$ cat src/rtl/lane_subst_pkg.sv
package lane_subst_pkg;
  localparam logic [7:0] K_FRAME_END = 8'hFC;  // K28.7
  localparam logic [7:0] K_MF_END    = 8'h7C;  // K28.3

  typedef struct packed {
    logic last_oct;
    logic mf_end;
  } pos_t;
endpackage

$ cat src/rtl/lane_frame_tracker.sv
module lane_frame_tracker
  import lane_subst_pkg::*;
#(
  parameter int FLEN_W = 4,
  parameter int MLEN_W = 5
) (
  input  logic              clk_i,
  input  logic              rst_ni,
  input  logic              start_i,
  input  logic              valid_i,
  input  logic [FLEN_W-1:0] frame_len_m1_i,
  input  logic [MLEN_W-1:0] mf_len_m1_i,
  output logic              armed_o,
  output pos_t              pos_o
);
  logic              armed_q;
  logic [FLEN_W-1:0] oct_q, oct_cur;
  logic [MLEN_W-1:0] frm_q, frm_cur;
  logic              adv;

  assign armed_o = armed_q | start_i;
  assign adv     = valid_i & armed_o;

  // start_i realigns the octet in its own cycle to position zero
  always_comb begin
    oct_cur = start_i ? '0 : oct_q;
    frm_cur = start_i ? '0 : frm_q;
    pos_o.last_oct = (oct_cur == frame_len_m1_i);
    pos_o.mf_end   = pos_o.last_oct && (frm_cur == mf_len_m1_i);
  end

  always_ff @(posedge clk_i or negedge rst_ni) begin
    if (!rst_ni) begin
      armed_q <= 1'b0;
      oct_q   <= '0;
      frm_q   <= '0;
    end else begin
      if (start_i) armed_q <= 1'b1;
      if (adv) begin
        if (pos_o.last_oct) begin
          oct_q <= '0;
          frm_q <= pos_o.mf_end ? '0 : frm_cur + 1'b1;
        end else begin
          oct_q <= oct_cur + 1'b1;
          frm_q <= frm_cur;
        end
      end else if (start_i) begin
        oct_q <= '0;
        frm_q <= '0;
      end
    end
  end
endmodule

$ cat src/rtl/lane_subst_core.sv
module lane_subst_core
  import lane_subst_pkg::*;
#(
  parameter int OCT_W = 8
) (
  input  logic             clk_i,
  input  logic             rst_ni,
  input  logic             start_i,
  input  logic             take_i,
  input  pos_t             pos_i,
  input  logic             lane_sync_en_i,
  input  logic [OCT_W-1:0] data_i,
  output logic [OCT_W-1:0] data_o,
  output logic             ctrl_o
);
  logic [OCT_W-1:0] prev_q;
  logic             have_q, have_cur, match;

  assign have_cur = have_q & ~start_i;
  assign match    = take_i & pos_i.last_oct & have_cur & (data_i == prev_q);

  always_comb begin
    data_o = data_i;
    if (match) data_o = (pos_i.mf_end & lane_sync_en_i) ? OCT_W'(K_MF_END) : OCT_W'(K_FRAME_END);
  end
  assign ctrl_o = match;

  // history holds the original octet, never the substituted code
  always_ff @(posedge clk_i or negedge rst_ni) begin
    if (!rst_ni) begin
      prev_q <= '0;
      have_q <= 1'b0;
    end else if (take_i & pos_i.last_oct) begin
      prev_q <= data_i;
      have_q <= 1'b1;
    end else if (start_i) begin
      have_q <= 1'b0;
    end
  end
endmodule

$ cat src/rtl/lane_out_stage.sv
module lane_out_stage #(
  parameter int OCT_W = 8
) (
  input  logic             clk_i,
  input  logic             rst_ni,
  input  logic             valid_i,
  input  logic [OCT_W-1:0] data_i,
  input  logic             ctrl_i,
  output logic             valid_o,
  output logic [OCT_W-1:0] data_o,
  output logic             ctrl_o
);
  always_ff @(posedge clk_i or negedge rst_ni) begin
    if (!rst_ni) begin
      valid_o <= 1'b0;
      data_o  <= '0;
      ctrl_o  <= 1'b0;
    end else begin
      valid_o <= valid_i;
      data_o  <= data_i;
      ctrl_o  <= ctrl_i & valid_i;
    end
  end
endmodule

$ cat src/rtl/lane_octet_subst.sv
module lane_octet_subst
  import lane_subst_pkg::*;
#(
  parameter int FLEN_W = 4,
  parameter int MLEN_W = 5,
  parameter int OCT_W  = 8
) (
  input  logic              clk_i,
  input  logic              rst_ni,
  input  logic              start_i,
  input  logic              lane_sync_en_i,
  input  logic [FLEN_W-1:0] frame_len_m1_i,
  input  logic [MLEN_W-1:0] mf_len_m1_i,
  input  logic              in_valid_i,
  input  logic [OCT_W-1:0]  in_data_i,
  output logic              out_valid_o,
  output logic [OCT_W-1:0]  out_data_o,
  output logic              out_ctrl_o
);
  logic             armed;
  pos_t             pos;
  logic [OCT_W-1:0] sub_data;
  logic             sub_ctrl;

  lane_frame_tracker #(.FLEN_W(FLEN_W), .MLEN_W(MLEN_W)) u_track (
    .clk_i          (clk_i),
    .rst_ni         (rst_ni),
    .start_i        (start_i),
    .valid_i        (in_valid_i),
    .frame_len_m1_i (frame_len_m1_i),
    .mf_len_m1_i    (mf_len_m1_i),
    .armed_o        (armed),
    .pos_o          (pos)
  );

  lane_subst_core #(.OCT_W(OCT_W)) u_core (
    .clk_i          (clk_i),
    .rst_ni         (rst_ni),
    .start_i        (start_i),
    .take_i         (in_valid_i & armed),
    .pos_i          (pos),
    .lane_sync_en_i (lane_sync_en_i),
    .data_i         (in_data_i),
    .data_o         (sub_data),
    .ctrl_o         (sub_ctrl)
  );

  lane_out_stage #(.OCT_W(OCT_W)) u_out (
    .clk_i   (clk_i),
    .rst_ni  (rst_ni),
    .valid_i (in_valid_i),
    .data_i  (sub_data),
    .ctrl_i  (sub_ctrl),
    .valid_o (out_valid_o),
    .data_o  (out_data_o),
    .ctrl_o  (out_ctrl_o)
  );
endmodule

$ cat config.mk
export PLATFORM = sky130hd
export DESIGN_NAME = lane_octet_subst
export DESIGN_NICKNAME = d
export VERILOG_FILES = /design/src/rtl/lane_subst_pkg.sv /design/src/rtl/lane_frame_tracker.sv /design/src/rtl/lane_subst_core.sv /design/src/rtl/lane_out_stage.sv /design/src/rtl/lane_octet_subst.sv
export SDC_FILE = /design/constraint.sdc
export NUM_CORES = 1
export LEC_CHECK = 0
export CAP_MARGIN = 40
export CELL_PAD_IN_SITES_DETAIL_PLACEMENT = 1
export CELL_PAD_IN_SITES_GLOBAL_PLACEMENT = 1
export CORE_UTILIZATION = 30
export CTS_BUF_LIST = sky130_fd_sc_hd__clkbuf_4
export CTS_CLUSTER_SIZE = 20
export DETAILED_ROUTE_END_ITERATION = 7
export DONT_BUFFER_PORTS = 1
export PLACE_DENSITY_LB_ADDON = 0.1
export SLEW_MARGIN = 10
export SYNTH_ARGS = -nofsm -noshare
export SYNTH_HDL_FRONTEND = slang
export SYNTH_SLANG_ARGS = --single-unit
$ cat constraint.sdc
create_clock -name clk_i -period 1.89 [get_ports clk_i]
set_clock_uncertainty 0.05 [all_clocks]
set_input_delay 0.189 -clock clk_i [delete_from_list [all_inputs] [get_ports clk_i]]
set_output_delay 0.189 -clock clk_i [all_outputs]
set_load 0.05 [all_outputs]
==> flow_metrics.env <==
export IMPL_place_congestion=0.719
export IMPL_clkSlewWorstSetupHoldPaths_ns=0.11
export IMPL_vias=1233
export IMPL_grt_max_degree=30
export IMPL_cp_end_kind="flip-flop"
export IMPL_synthFlopType="dfrtp_1"
export IMPL_final_cell_mix="dfrtp_1, buf_4, nand2_1, dlygate4sd3_1, xnor2_1"
export IMPL_drtIter0Drc=36
export IMPL_fin_crit_ns=1.87
export IMPL_placed_area_sq_mm=0.00169
export IMPL_avgSynthCellArea_sq_um=11.1
export IMPL_seqCellArea_sq_um=726
export IMPL_multiInputGateArea_sq_um=821
export IMPL_rr_worst_depth=6
export IMPL_fp_dieW_microns=74.1
export IMPL_initial_core_util_pct=32.2
export IMPL_worstHoldPathType="primary input to flip-flop"
export IMPL_dr_pass1_iters=4
export IMPL_grt_pass1_vias=1287
export IMPL_slew_headroom_pct=64.2
export IMPL_fill_cells=553
export IMPL_synth_seq_area_share_pct=46.5
export IMPL_ys_ff_latch=29
export IMPL_final_common_cell="dfrtp_1"
export IMPL_post_route_period_util_pct=99.2
export IMPL_grt_usage_pct=16.6
export IMPL_syn_nets=165
export IMPL_p_per_area_mw_per_mm2=780
export IMPL_grt_pass1_wl_mm=6.50
export IMPL_hold_path_depth=2
export IMPL_drive_gt1_share_pct=24.9
export IMPL_nets=200
export IMPL_cp_data_required_time_ns=2.07
export IMPL_max_vdd_ir_drop_mv=0.409
export IMPL_grt_ovfl_total=0
export IMPL_netlist_instances=141
export IMPL_antennaDiodeCount=0
export IMPL_root_buffer="clkbuf_4"
export IMPL_htreeDepth=2
export IMPL_num_rows=25
export IMPL_maxSlewViolCount=0
export IMPL_wl_per_cell_microns=16.3
export IMPL_crit_fanout=6
export IMPL_cts_sinks=29
export IMPL_dieArea_sq_mm=0.00549
export IMPL_outcome="finished, final reports clean"
export IMPL_rsz0062_at_grt="true"
export IMPL_pin_count=32
export IMPL_vias_per_cell=5.05
export IMPL_yosysUniqueCellTypes=42
export IMPL_layoutNonFillerInstCount=244
export IMPL_start_kind="flip-flop"
export IMPL_cp_arrival_ns=2.06
export IMPL_tightest_slew_ns=0.533
export IMPL_yosysWarnings=0
export IMPL_portBuffers=0
export IMPL_core_area_sq_mm=0.00485
export IMPL_synthArstFlopShare_pct=100
export IMPL_synth_area_sq_mm=0.00156
export IMPL_hold_violations=0
export IMPL_detailed_place_hpwl_mm=2.58
export IMPL_cts_buffer_depth=2
export IMPL_leakage_nw=0.881
export IMPL_finalSetupViolations=0
export IMPL_dp_cells=215
export IMPL_antenna_found_initial=0
export IMPL_design_area_sq_mm=0.00199
export IMPL_drv_cap=0
export IMPL_ant_nets=0
export IMPL_synth_edf_count=0
export IMPL_drt_wl_total_mm=3.98
export IMPL_syn_to_final_growth_pct=27.8
export IMPL_insertion_delay_ns=0.35
export IMPL_fmax_mhz=534
export IMPL_die_height_microns=74.1
export IMPL_cts_tree="done"
export IMPL_drc=0
export IMPL_critical_path_class="flip-flop to flip-flop"
export IMPL_cts_buffers=5
==> report_power, final <==
part,total [mW],switching (mW),internal [mW]
registers,0.774,0.0804,0.694
logic,0.251,0.102,0.149
clock network,0.529,0.255,0.274
total,1.55,0.438,1.12
==> cells in the mapped netlist (all sizes together) (2+ instances only) <==
library cell / number / area, sq um
o2111ai: 2 / 17.5
nand2b: 3 / 18.8
o21ai: 7 / 38.8
inv: 4 / 15.0
o21bai: 2 / 18.8
a211oi: 3 / 37.5
nor2: 5 / 18.8
dfrtp: 29 / 726
nand4: 2 / 12.5
or2: 3 / 18.8
ha: 2 / 25.0
nand2: 13 / 51.3
or2b: 2 / 15.0
buf: 2 / 22.5
nand4bb: 4 / 45.0
xor2: 4 / 35.0
nand3b: 2 / 15.0
mux2: 9 / 101
nand3: 7 / 35.0
xnor2: 10 / 87.6
nor3: 4 / 20.0
o2bb2ai: 2 / 17.5
o22ai: 4 / 37.5
o211ai: 3 / 27.5
nor2b: 3 / 18.8
and2: 3 / 18.8
==> metrics by stage <==
stage	TNS [ns]	power, mW	worst slack (ns)	util, %	hold slack [ns]
floorplan	0	0.946	0.0802	-	-0.157
global placement	0	0.983	0.0198	34.8	-0.156
detailed placement	-0.0148	0.992	-0.0148	34.8	-0.156
CTS	0	1.58	0.00177	40.2	0.0565
global route	-1.14	1.65	-0.0972	41.1	0.0684
finish	0	1.55	0.0157	41.1	0.0762
==> flip-flops by register name, indices dropped and copies added (netlist names) <==
name             flops
u_core.have_q        1
u_core.prev_q        8
u_out.ctrl_o         1
u_out.data_o         8
u_out.valid_o        1
u_track.armed_q      1
u_track.frm_q        5
u_track.oct_q        4
==> critical path: stages (launching register included) <==
cell and delay (ns):
dfrtp_1 0.44, or2_1 0.23, a211oi_2 0.27, buf_4 0.16, o221a_4 0.24, nand2_4 0.09
mux2_2 0.28
==> final timing paths <==
kind / from / end / slack, ns
worst min-delay path: start_i / u_core.have_q$_DFFE_PN0P_ / 0.08
worst min register to register: u_core.have_q$_DFFE_PN0P_ / u_core.have_q$_DFFE_PN0P_ / 0.45
max in group asynchronous: rst_ni / u_core.prev_q[1]$_DFFE_PN0P_ / 1.38
worst max register to register: u_track.oct_q[3]$_DFF_PN0_ / u_out.data_o[7]$_DFF_PN0_ / 0.02
worst max-delay path: u_track.oct_q[3]$_DFF_PN0_ / u_out.data_o[7]$_DFF_PN0_ / 0.02
min in group asynchronous: rst_ni / u_core.prev_q[6]$_DFFE_PN0P_ / 0.22
==> cell type report <==
type | instances | area share [%]
Tap cell | 67 | 4.21
Timing Repair Buffer | 29 | 13.4
Multi-Input combinational cell | 107 | 41.2
Sequential cell | 29 | 36.4
Clock buffer | 5 | 1.88
Clock inverter | 3 | 2.07
Inverter | 4 | 0.754
==> cell families (layout without fill, tap and decap cells) <==
group                    Yosys count  in the layout  share of synthesized area, %
AO/OA/AOI/OAI                     27             28                          15.2
XOR/XNOR                          14             14                          7.86
adder cells (fa/ha/maj)            2              2                          1.60
buffers and inverters              6             41                          2.41
flip-flops                        29             29                          46.5
multiplexers                       9              9                          6.50
AND/OR/NAND/NOR                   54             54                          19.8
==> layer usage <==
metal  vias to the layer above  GRT usage (%)  wire [microns]
met5                         -              0               0
met2                        28           28.0            1990
met1                       617           19.5            1720
met3                         6           5.28             199
met4                         0           7.05              72
li1                        582              -               -
==> timing repair <==
| action | 4_1_cts | 5_1_grt |
|---|---|---|
| endpoints found under the setup margin | 4 | 18 |
| buffers inserted | 3 | 4 |
| endpoints found under the hold margin | 52 | 0 |
| hold buffers | 13 | 0 |
| cloned | 1 | 0 |
| pin swaps | 4 | 3 |
| gates resized for setup | 1 | 5 |
Note: power is estimated with default switching activity, not from simulation.
